**config.mk**
```make
export PLATFORM = sky130hd
export DESIGN_NAME = irq_chain_top
export DESIGN_NICKNAME = d
export VERILOG_FILES = /design/src/rtl/irq_chain_pkg.sv /design/src/rtl/irq_agent.sv /design/src/rtl/irq_vec_merge.sv /design/src/rtl/irq_chain_top.sv
export SDC_FILE = /design/constraint.sdc
export NUM_CORES = 1
export LEC_CHECK = 0
export ABC_CLOCK_PERIOD_IN_PS = 1160
export BUFFER_PORTS_ARGS = -buffer_cell sky130_fd_sc_hd__buf_2
export CAP_MARGIN = 20
export CORE_UTILIZATION = 40
export DETAILED_ROUTE_END_ITERATION = 8
export SLEW_MARGIN = 10
export SYNTH_ARGS = -nofsm -noshare
export SYNTH_HDL_FRONTEND = slang
export SYNTH_SLANG_ARGS = --single-unit
```
**constraint.sdc**
```tcl
create_clock -name clk -period 1.16 [get_ports clk]
set_input_delay 0.058 -clock clk [delete_from_list [all_inputs] [get_ports clk]]
set_output_delay 0.058 -clock clk [all_outputs]
set_load 0.005 [all_outputs]
```
**src/rtl/irq_chain_pkg.sv**
```systemverilog
package irq_chain_pkg;

  // Width of an index able to address n agents (at least one bit).
  function automatic int unsigned idx_width(input int unsigned n);
    return (n > 1) ? $clog2(n) : 1;
  endfunction

endpackage

```
**src/rtl/irq_agent.sv**
```systemverilog
module irq_agent #(
  parameter int unsigned VEC_W   = 8,
  parameter logic [VEC_W-1:0] RST_VEC = '0
) (
  input  logic             clk,
  input  logic             rst_n,
  input  logic             set_i,
  input  logic             hold_i,
  input  logic             fire_i,
  input  logic             pri_in_i,
  output logic             pri_out_o,
  output logic             win_o,
  output logic             pend_o,
  input  logic             vec_we_i,
  input  logic [VEC_W-1:0] vec_wdata_i,
  output logic [VEC_W-1:0] vec_o
);

  logic             pend_q, late_q;
  logic             pend_d, late_d;
  logic [VEC_W-1:0] vec_q;

  // grant passes on only when this agent has nothing pending
  assign win_o     = pri_in_i & pend_q;
  assign pri_out_o = pri_in_i & ~pend_q;
  assign pend_o    = pend_q;
  assign vec_o     = vec_q;

  always_comb begin
    pend_d = pend_q & ~(fire_i & win_o);
    late_d = late_q;
    if (hold_i) begin
      late_d = late_q | set_i;
    end else begin
      pend_d = pend_d | set_i | late_q;
      late_d = 1'b0;
    end
  end

  always_ff @(posedge clk) begin
    if (!rst_n) begin
      pend_q <= 1'b0;
      late_q <= 1'b0;
      vec_q  <= RST_VEC;
    end else begin
      pend_q <= pend_d;
      late_q <= late_d;
      if (vec_we_i && !hold_i) vec_q <= vec_wdata_i;
    end
  end


  winner_clear_chk: assert property (@(posedge clk) disable iff (!rst_n)
    fire_i && win_o |=> !pend_o);


  late_join_chk: assert property (@(posedge clk) disable iff (!rst_n)
    !hold_i && set_i |=> pend_o);


  vec_frozen_chk: assert property (@(posedge clk) disable iff (!rst_n)
    hold_i |=> vec_o == $past(vec_o));

endmodule

```
**src/rtl/irq_vec_merge.sv**
```systemverilog
module irq_vec_merge #(
  parameter int unsigned N_AGENTS = 5,
  parameter int unsigned VEC_W    = 8
) (
  input  logic [N_AGENTS-1:0]       win_i,
  input  logic [N_AGENTS*VEC_W-1:0] vec_flat_i,
  input  logic                      en_i,
  output logic [VEC_W-1:0]          bus_o
);

  logic [VEC_W-1:0] part [N_AGENTS+1];

  assign part[0] = '0;

  generate
    for (genvar i = 0; i < N_AGENTS; i++) begin : g_or
      assign part[i+1] = part[i] |
        ((win_i[i] && en_i) ? vec_flat_i[i*VEC_W +: VEC_W] : '0);
    end
  endgenerate

  assign bus_o = part[N_AGENTS];

endmodule

```
**src/rtl/irq_chain_top.sv**
```systemverilog
module irq_chain_top
  import irq_chain_pkg::*;
#(
  parameter int unsigned N_AGENTS = 5,
  parameter int unsigned VEC_W    = 8,
  localparam int unsigned IDX_W   = idx_width(N_AGENTS)
) (
  input  logic                clk,
  input  logic                rst_n,
  input  logic [N_AGENTS-1:0] req_i,
  input  logic                vec_we_i,
  input  logic [IDX_W-1:0]    vec_wsel_i,
  input  logic [VEC_W-1:0]    vec_wdata_i,
  output logic                irq_o,
  input  logic                ack_req_i,
  output logic                vec_valid_o,
  input  logic                vec_ready_i,
  output logic [VEC_W-1:0]    vec_data_o,
  output logic [N_AGENTS-1:0] grant_o
);

  logic [N_AGENTS:0]         pri;
  logic [N_AGENTS-1:0]       win, pend;
  logic [N_AGENTS*VEC_W-1:0] vec_flat;
  logic                      fire;

  // the head of the chain always sees no higher-priority claimant
  assign pri[0] = 1'b1;

  generate
    for (genvar i = 0; i < N_AGENTS; i++) begin : g_agent
      logic we_sel;
      assign we_sel = vec_we_i && (vec_wsel_i == IDX_W'(i));
      irq_agent #(
        .VEC_W   (VEC_W),
        .RST_VEC (VEC_W'(i))
      ) u_agent (
        .clk         (clk),
        .rst_n       (rst_n),
        .set_i       (req_i[i]),
        .hold_i      (ack_req_i),
        .fire_i      (fire),
        .pri_in_i    (pri[i]),
        .pri_out_o   (pri[i+1]),
        .win_o       (win[i]),
        .pend_o      (pend[i]),
        .vec_we_i    (we_sel),
        .vec_wdata_i (vec_wdata_i),
        .vec_o       (vec_flat[i*VEC_W +: VEC_W])
      );
    end
  endgenerate

  irq_vec_merge #(
    .N_AGENTS (N_AGENTS),
    .VEC_W    (VEC_W)
  ) u_merge (
    .win_i      (win),
    .vec_flat_i (vec_flat),
    .en_i       (ack_req_i),
    .bus_o      (vec_data_o)
  );

  assign irq_o       = |pend;
  assign vec_valid_o = ack_req_i & ~pri[N_AGENTS];
  assign fire        = vec_valid_o & vec_ready_i;
  assign grant_o     = win & {N_AGENTS{ack_req_i}};


  grant_onehot_chk: assert property (@(posedge clk) disable iff (!rst_n)
    $onehot0(grant_o));


  stall_stable_chk: assert property (@(posedge clk) disable iff (!rst_n)
    vec_valid_o && !vec_ready_i && ack_req_i |=>
      vec_valid_o && $stable(vec_data_o) && $stable(grant_o));


  idle_bus_chk: assert property (@(posedge clk) disable iff (!rst_n)
    !ack_req_i |-> !vec_valid_o && vec_data_o == '0);


  irq_valid_chk: assert property (@(posedge clk) disable iff (!rst_n)
    vec_valid_o |-> irq_o);

endmodule

```
== Word-level counts from Yosys, hierarchy flattened ==
Cells that the tools add are included.
W data, S select, Z words.

* Memory bits (writable): 0
* Bits in read-only memories: 0
* Bits in latches: 0
* Memories kept: 0
* Register bits: 50

* Bitwise logic cells: 51
* Mux-type cells: 10
* Divide/modulo/power cells: 0
* Add/subtract/negate cells: 0
* Shift-type cells: 0
* Magnitude comparators: 0
* Reduce and logical (&&, ||, !) cells: 19
* Multipliers: 0
* Equality and inequality tests: 4

{| class="wikitable"
|+ Operators with widths
! cell !! number
|-
| $mux W8 || 5
|-
| $or A8 B8 Y8 || 4
|-
| $and A1 B1 Y1 || 20
|-
| $logic_and A1 B1 Y1 || 15
|-
| $or A1 B1 Y1 || 15
|-
| $not A1 Y1 || 11
|-
| $eq A3 B2 Y1 const B || 2
|-
| $and A5 B5 Y5 || 1
|-
| $mux W1 || 5
|-
| $reduce_or A5 Y1 || 1
|-
| $eq A3 B1 Y1 const B || 1
|-
| $eq A3 B3 Y1 const B || 1
|-
| $logic_not A3 Y1 || 1
|-
| $reduce_and A2 Y1 || 1
|-
| $logic_not A1 Y1 || 1
|}

== Depth between registers and ports, before layout ==
Gate-level depths: netlist of run 1.

* Depth in word-level cells: 14
* Mapped depth: 5
* Depth with buffers taken out: 3

== Hierarchy ==
A second synthesis of run 1 with hierarchy kept.

* Cells, all modules: 271
* Area, all modules: 2,524.9 sq um

{| class="wikitable"
|+ By module, submodules not included
! module !! instances !! area an instance (sq um) !! cells each
|-
| irq_agent (g_agent[1].u_agent ...) || 3 || 434.2 || 45
|-
| irq_agent (g_agent[0].u_agent) || 1 || 425.4 || 45
|-
| irq_agent (g_agent[3].u_agent) || 1 || 424.2 || 45
|-
| irq_vec_merge || 1 || 246.5 || 29
|-
| irq_chain_top || 1 || 126.4 || 17
|}

== Worst setup path before layout of run 1 ==
No wires, ideal clock.

* Path kind: register -> output
* From: register g_agent[2].u_agent.pend_q
* To: output vec_data_o[0]
* Arrival time: 1.217 ns
* Path slack: -0.115 ns
* Path buffers: 2
* Stages on the path, launching flop included: 6
* Data required time: 1.102 ns
* Cells stage by stage: dfxtp_1 > buf_2 > nor2b_1 > clkbuf_1 > a32o_1 > a221o_1

* Longest elaborated chain between the ends: 7
* Elaborated cells on any way between the ends: 15

{| class="wikitable"
|+ Ends and longest elaborated chain
! what !! line !! source
|-
| start: declaration || irq_agent.sv:19 || <nowiki>logic pend_q, late_q;</nowiki>
|-
| start signal: assignment || irq_agent.sv:46 || <nowiki>pend_q <= pend_d;</nowiki>
|-
| $not A1 Y1 || irq_agent.sv:25 || <nowiki>assign pri_out_o = pri_in_i & ~pend_q;</nowiki>
|-
| $and A1 B1 Y1 || irq_agent.sv:25 ||
|-
| $and A1 B1 Y1 (on tied branches) || irq_agent.sv:24, irq_agent.sv:25 ||
|-
| $logic_and A1 B1 Y1 / $and A1 B1 Y1 (equally long branches) || irq_vec_merge.sv:18, irq_agent.sv:24 ||
|-
| $mux W8 / $logic_and A1 B1 Y1 (equally long branches) || irq_vec_merge.sv:18 || <nowiki>((win_i[i] && en_i) ? vec_flat_i[i*VEC_W +: VEC_W] : '0);</nowiki>
|-
| $or A8 B8 Y8 / $mux W8 (equally long branches) || irq_vec_merge.sv:17, irq_vec_merge.sv:18 ||
|-
| $or A8 B8 Y8 (*) || irq_vec_merge.sv:17 || <nowiki>assign part[i+1] = part[i] |</nowiki>
|-
| end: declaration || irq_chain_top.sv:18 || <nowiki>output logic [VEC_W-1:0] vec_data_o,</nowiki>
|}

Mark *: on every way between the ends. The rest lies on a longest branch, timed or not.

== Worst setup path after layout of run 1 ==
* From: register g_agent[1].u_agent.pend_q
* To: output vec_data_o[3]

* Longest elaborated chain between the ends: 8
* Elaborated cells on any way between the ends: 20

{| class="wikitable"
|+ Ends and longest elaborated chain
! what !! line
|-
| start: declaration || irq_agent.sv:19
|-
| start signal: assignment || irq_agent.sv:46
|-
| $not A1 Y1 || irq_agent.sv:25
|-
| $and A1 B1 Y1 || irq_agent.sv:25
|-
| $and A1 B1 Y1 (on tied branches) || irq_agent.sv:24, irq_agent.sv:25
|-
| $logic_and A1 B1 Y1 (tied with other cells) || irq_vec_merge.sv:18
|-
| $mux W8 (tied with other cells) || irq_vec_merge.sv:18
|-
| $or A8 B8 Y8 (tied with other cells) || irq_vec_merge.sv:17
|-
| $or A8 B8 Y8 / $mux W8 (equally long branches) || irq_vec_merge.sv:17, irq_vec_merge.sv:18
|-
| $or A8 B8 Y8 (*) || irq_vec_merge.sv:17
|}

Marked as above.

==> flow_summary_export.csv, run 1 <==
group,metric,value,unit
finish,drive_above_1_share,28.74,%
place,dpl-instance-area,0.002818,mm^2
clock_tree,root_buffer,"clkbuf_8",
floorplanning,rows,27,
grt,grt_antenna_before_repair,0,
synth,syn_nets,310,
critical_path,cp_data_arrival_time,1.58,ns
pwr,finalPower,3.627,mW
critical_path,crit_type,"reg2out",
pwr,combinationalPowerShare,16.5,%
timing,worst_slew_pin_slew,0.5621,ns
clock_tree,cts_tree,"built",
timing,slew_violations,0,
place,dp_hpwl,4630,um
clock_tree,clkTransAtPathRegs,0.10,ns
floorplanning,dieArea,0.006249,mm^2
clock_tree,cts_buffer_depth,2,
clock_tree,numCtsBuffers,5,
timing,post-route-period-util,141.2,%
critical_path,path_max_fanout,7,
pwr,p_sw_share,25.69,%
drt,wl_per_cell,15.63,um
drt,dr.pass1.iters,4,
pwr,p_seq_share,49.3,%
floorplanning,die_w,79.05,um
clock_tree,worstSkewPairLatency,0.31,ns
drt,num_vias,2264,
pwr,p_leak,1.281,nW
timing,layout_min_cycle_time,1.638,ns
place,gp_congestion,0.8575,
timing,tns,-4.817,ns
synth,ys_types,36,
drt,drc,0,
critical_path,cp-start-kind,"flip-flop",
status,violations,"negative setup slack",
worst_hold_path,min_path_type,"in2reg",
clock_tree,cts_sinks,50,
synth,synth_area,0.002375,mm^2
pwr,intPower,2.695,mW
critical_path,required,1.10,ns
timing,setup_viol,17,
drt,vias_per_cell,5.390,
status,outcome,"complete, but fails checks",
flow_run,maxCapViolCount,0,
timing,worst_slack,-0.4778,ns
finish,finish.instance_area,0.003119,mm^2
drt,ant_nets,0,
synth,synthCells,289,
finish,n_antenna_cell,0,
timing,slew_headroom,62.45,%
timing,hold_viol,0,
timing,clock.fmax,610.6,MHz
finish,syn_to_final_growth,31.35,%
pwr,power.switching,0.9317,mW
synth,ys_ff_latch,50,
place,portBuffers,35,
grt,grt_pass1_vias,2007,
pwr,p_per_area,1163,mW/mm^2
floorplanning,initial_core_util,42.35,%
synth,avgSynthCellArea,8.217,um^2
synth,synth_enable_flop_cells,0,
drt,drt_iter0_drc,174,
grt,overflow,0,
critical_path,cp-end-kind,"primary output",
finish,fin_nets,368,
synth,ys_seq_area_share,42.15,%
timing,fin_skew,0.006012,ns
grt,grt_max_degree,31,
synth,yosys_warnings,0,
drt,wl,6564,um
floorplanning,io_pins,36,
grt,grt_first_pass_wirelength,10250,um
pwr,vdd_drop_max,0.6574,mV
synth,ys.flop_type,"dfxtp_1",
grt,grt_usage,21.49,%
pwr,p_clk_share,34.2,%
synth,synthArstFlopShare,0,%
timing,rsz0062_at_grt,"yes",
finish,final_core_util,55.62,%
timing,holdWs,0.03473,ns
floorplanning,die_h,79.05,um
clock_tree,cts_max_level,2,
floorplanning,core-area,0.005608,mm^2
[cells in the final DEF (no fill, tap or decap), types with 5 or more instances in the layout]
master	synthesis	final
dfxtp_1	50	46
nand3_1	35	34
nand2_1	32	31
buf_2	9	31
buf_4	0	25
nor2_1	22	22
a21oi_1	22	22
o21ai_0	29	19
mux2i_1	16	16
buf_6	1	13
o21ai_1	3	12
and2_1	7	6
clkbuf_8	0	5
dlygate4sd3_1	0	5
[routing by layer]
layer	wire, um	track usage [%]	vias to the layer above
li1	-	-	1140
met1	3104	31.27	1062
met2	3048	32.33	55
met3	348	4.138	7
met4	63	5.455	0
met5	0	0	-
[cell usage after synthesis, types with 3 or more instances]
library cell / instances / area [um^2]
dfxtp_1: 50 / 1001
nand3_1: 35 / 175.2
nand2_1: 32 / 120.1
o21ai_0: 29 / 145.1
a21oi_1: 22 / 110.1
nor2_1: 22 / 82.58
mux2i_1: 16 / 160.2
clkbuf_1: 15 / 56.30
buf_2: 9 / 45.04
and2_1: 7 / 43.79
and3b_1: 6 / 52.55
a221o_1: 4 / 40.04
a32o_1: 4 / 40.04
nand3b_1: 4 / 30.03
nand4_1: 4 / 25.02
nor3_1: 4 / 20.02
o21ai_1: 3 / 15.01
[kinds of logic (layout without fill, tap and decap cells)]
family	count (synthesis)	after routing	share of synthesized area, %
mux	16	16	6.744
simple gates	128	128	29.08
buf+inv	28	87	5.216
flops	50	50	42.15
compound gates	67	67	16.81
[final timing paths]
path	startpoint	to	slack, ns	depth (start not counted)
max	g_agent[1].u_agent.pend_o	vec_data_o[3]	-0.48	5
min	vec_wdata_i[1]	g_agent[4].u_agent.vec_o[1]	0.03	3
min reg2reg	g_agent[4].u_agent.late_q	g_agent[4].u_agent.late_q	0.46	2
max reg2reg	g_agent[0].u_agent.pend_o	g_agent[2].u_agent.pend_o	-0.10	5
[flip-flops by register name (all words and copies together) (netlist names)]
| name | count |
|---|---|
| g_agent.u_agent.late_q | 5 |
| g_agent.u_agent.pend_o | 5 |
| g_agent.u_agent.vec_o | 40 |
[critical path: stages, from the launching register on]
cell and delay (ns):
dfxtp_4 0.39, nor3b_2 0.05, buf_4 0.16, a32o_1 0.25, a221o_1 0.29, buf_2 0.14
[cell type report]
type	count	area (um^2)
Clock inverter	2	37.54
Timing Repair Buffer	77	599.3
Sequential cell	50	1011
Clock buffer	6	72.57
Tap cell	72	90.09
Fill cell	540	2489
Multi-Input combinational cell	211	1301
Inverter	2	7.507
[power by group through the flow]
stage / combinational, mW / sequential, mW / clock [mW]
after detailed placement: 0.508 / 1.82 / 0
after CTS: 0.558 / 1.79 / 1.26
final: 0.599 / 1.79 / 1.24
after global placement: 0.507 / 1.82 / 0
after global routing: 0.641 / 1.79 / 1.33
after floorplan: 0.273 / 1.82 / 0
[through the flow]
step,cells,worst slack [ns]
finish,420,-0.4778
global route,420,-0.5237
CTS,418,-0.4591
detailed placement,403,-0.1954
global placement,403,-0.1707
floorplan,289,-0.05195
[timing repair]
item | in CTS | in global routing
hold endpoints to repair | 5 | 0
pin swaps | 3 | 6
resized for setup | 23 | 12
hold buffers | 5 | 0
buffers inserted | 2 | 3
setup endpoints to repair | 16 | 18
No activity file was read; power rests on OpenSTA's default activity.
==> run 2, diff against run 1 <==
--- a/config.mk
+++ b/config.mk
@@ -5,11 +5,13 @@
 export SDC_FILE = /design/constraint.sdc
 export NUM_CORES = 1
 export LEC_CHECK = 0
+export ABC_AREA = 1
 export ABC_CLOCK_PERIOD_IN_PS = 1160
 export BUFFER_PORTS_ARGS = -buffer_cell sky130_fd_sc_hd__buf_2
 export CAP_MARGIN = 20
 export CORE_UTILIZATION = 40
 export DETAILED_ROUTE_END_ITERATION = 8
+export MAX_ROUTING_LAYER = met4
 export SLEW_MARGIN = 10
 export SYNTH_ARGS = -nofsm -noshare
 export SYNTH_HDL_FRONTEND = slang
==> flow_summary_export.csv, run 2 <==
group,metric,value,unit
status,outcome,"complete, but fails checks",
status,violations,"negative setup slack",
timing,rsz0062_at_grt,"yes",
flow_run,maxCapViolCount,0,
grt,grt_usage,21.81,%
floorplanning,die_h,74.45,um
synth,ys.flop_type,"dfxtp_1",
critical_path,cp-end-kind,"primary output",
synth,yosys_warnings,0,
finish,n_antenna_cell,0,
synth,yosysMostFrequentCell,"nor2_1",
grt,grt_first_pass_wirelength,8707,um
critical_path,cp-start-kind,"flip-flop",
clock_tree,cts_max_level,2,
pwr,p_per_area,1282,mW/mm^2
finish,fill_cells,511,
finish,finish.instance_area,0.002768,mm^2
drt,wl,5455,um
worst_hold_path,hold_path_startpoint,"vec_wdata_i[1]",
clock_tree,numCtsBuffers,5,
floorplanning,initial_core_util,41.37,%
finish,largest_register_ffs,40,
drt,ant_nets,0,
place,dp_hpwl,3863,um
synth,ys_seq_area_share,47.68,%
synth,synthCells,293,
timing,worst_slack,-0.3431,ns
synth,ys_ff_latch,50,
synth,avgSynthCellArea,7.166,um^2
clock_tree,clkTransAtPathRegs,0.10,ns
floorplanning,rows,26,
critical_path,path_max_fanout,9,
critical_path,required,1.10,ns
drt,dr.pass1.iters,4,
clock_tree,cts_tree,"built",
pwr,p_leak,1.197,nW
grt,grt_pass1_vias,1772,
clock_tree,root_buffer,"clkbuf_8",
critical_path,reg2reg_from,"g_agent[2].u_agent.pend_o",
clock_tree,cts_sinks,50,
floorplanning,core-area,0.005075,mm^2
critical_path,crit_type,"reg2out",
synth,ys_types,19,
synth,synth_top_area_share,47.68,%
synth,synthTopCellsByArea,"dfxtp_1 (48%), nor2_1 (12%), o21ai_0 (9.5%)",
floorplanning,dieArea,0.005543,mm^2
synth,syn_nets,314,
finish,final_common_cell,"nor2_1",
finish,syn_to_final_growth,31.82,%
timing,setup_viol,15,
floorplanning,die_w,74.45,um
drt,vias_per_cell,4.769,
critical_path,crit_start,"g_agent[1].u_agent.pend_o",
timing,layout_min_cycle_time,1.503,ns
drt,wl_per_cell,12.87,um
worst_hold_path,min_path_type,"in2reg",
pwr,vdd_drop_max,0.7996,mV
grt,overflow,0,
grt,grt_max_degree,22,
timing,slew_violations,0,
timing,worst_slew_pin_slew,0.3778,ns
synth,synth_top_cell_by_area,"dfxtp_1",
grt,grt_antenna_before_repair,0,
timing,clock.fmax,665.3,MHz
drt,num_vias,2022,
clock_tree,worstSkewPairLatency,0.31,ns
timing,hold_viol,0,
timing,fin_skew,0.005731,ns
clock_tree,cts_buffer_depth,2,
timing,holdWs,0.03089,ns
critical_path,cp_data_arrival_time,1.45,ns
place,gp_congestion,0.7787,
drt,drt_iter0_drc,114,
floorplanning,io_pins,36,
finish,layout_common_cells,"nor2_1 (63), nand2_1 (46), dfxtp_1 (46)",
synth,synthArstFlopShare,0,%
synth,synth_enable_flop_cells,0,
timing,tns,-3.510,ns
timing,post-route-period-util,129.6,%
synth,synthTopCellsByCount,"nor2_1 (65), dfxtp_1 (50), nand2_1 (47)",
synth,synth_area,0.002100,mm^2
timing,slew_headroom,74.81,%
finish,fin_nets,374,
place,portBuffers,35,
finish,drive_above_1_share,25.99,%
clock_tree,postCtsSetupRepairBufs,0,
drt,drc,0,
place,dpl-instance-area,0.002514,mm^2
-- run 2: changes by cell type after synthesis, sizes merged, moves of 7 or more --
cell / before / now
buf: 11 / 4
nor2: 22 / 67
and2: 8 / 0
nand2: 32 / 47
o21ai: 32 / 43
inv: 2 / 27
nand3: 36 / 20
clkbuf: 15 / 3
mux2i: 16 / 0
-- run 2: worst paths after layout --
check                                              endpoint  slack (ns)  cells past startpoint
worst max register to register    g_agent[4].u_agent.pend_o        0.01                      7
worst max-delay path                          vec_data_o[6]       -0.34                      7
worst min-delay path            g_agent[2].u_agent.vec_o[1]        0.03                      3
worst min register to register    g_agent[2].u_agent.late_q        0.47                      2
-- run 2: worst max-delay path, stage by stage (launching register included) --
cell     delay (ns)
dfxtp_2        0.36
inv_1          0.08
nand2_2        0.08
nor3_4         0.20
buf_12         0.16
a21oi_2        0.06
nand3_1        0.08
buf_2          0.12
-- run 2: timing repair --
item                                    CTS  global route
hold buffers                              5             0
hold endpoints to repair                  5             0
pin swaps                                 1             2
endpoints found under the setup margin   20            20
resized for setup                        22             6
gates cloned                              0             0
-- run 2: power by group --
| group | switching, mW | internal [mW] | leakage (nW) |
|---|---|---|---|
| Combinational | 0.254 | 0.193 | 0.730 |
| Clock | 0.637 | 0.659 | 0.0591 |
| Sequential | 0.0349 | 1.77 | 0.408 |
| Total | 0.926 | 2.62 | 1.20 |
-- run 2: metal layers --
metal	vias up	wire length [um]	GRT usage, %
met5	-	0	-
met4	0	85	8.595
met3	8	226	5.149
met2	42	2350	29.23
met1	900	2793	31.21
li1	1072	-	-
-- run 2: kinds of logic after synthesis --
kind of cell	count (synthesis)	synth area share (%)
flops	50	47.68
simple gates	139	28.78
compound gates	70	16.98
buf+inv	34	6.555
-- run 2: layout make-up --
type | instances | area (um^2) | area share (%)
Timing Repair Buffer | 60 | 412.9 | 14.92
Clock buffer | 5 | 68.82 | 2.486
Multi-Input combinational cell | 209 | 1044 | 37.70
Clock inverter | 3 | 47.55 | 1.718
Sequential cell | 50 | 1006 | 36.35
Tap cell | 70 | 87.58 | 3.165
Inverter | 27 | 101.3 | 3.662
-- run 2: metrics by stage --
stage / setup slack (ns) / util [%] / instances / power, mW
floorplan: 0.001986 / - / 293 / 2.031
global placement: -0.05857 / 49.53 / 411 / 2.230
detailed placement: -0.06479 / 49.53 / 411 / 2.234
CTS: -0.3290 / 54.07 / 424 / 3.548
global route: -0.4297 / 54.54 / 424 / 3.704
finish: -0.3431 / 54.54 / 424 / 3.548
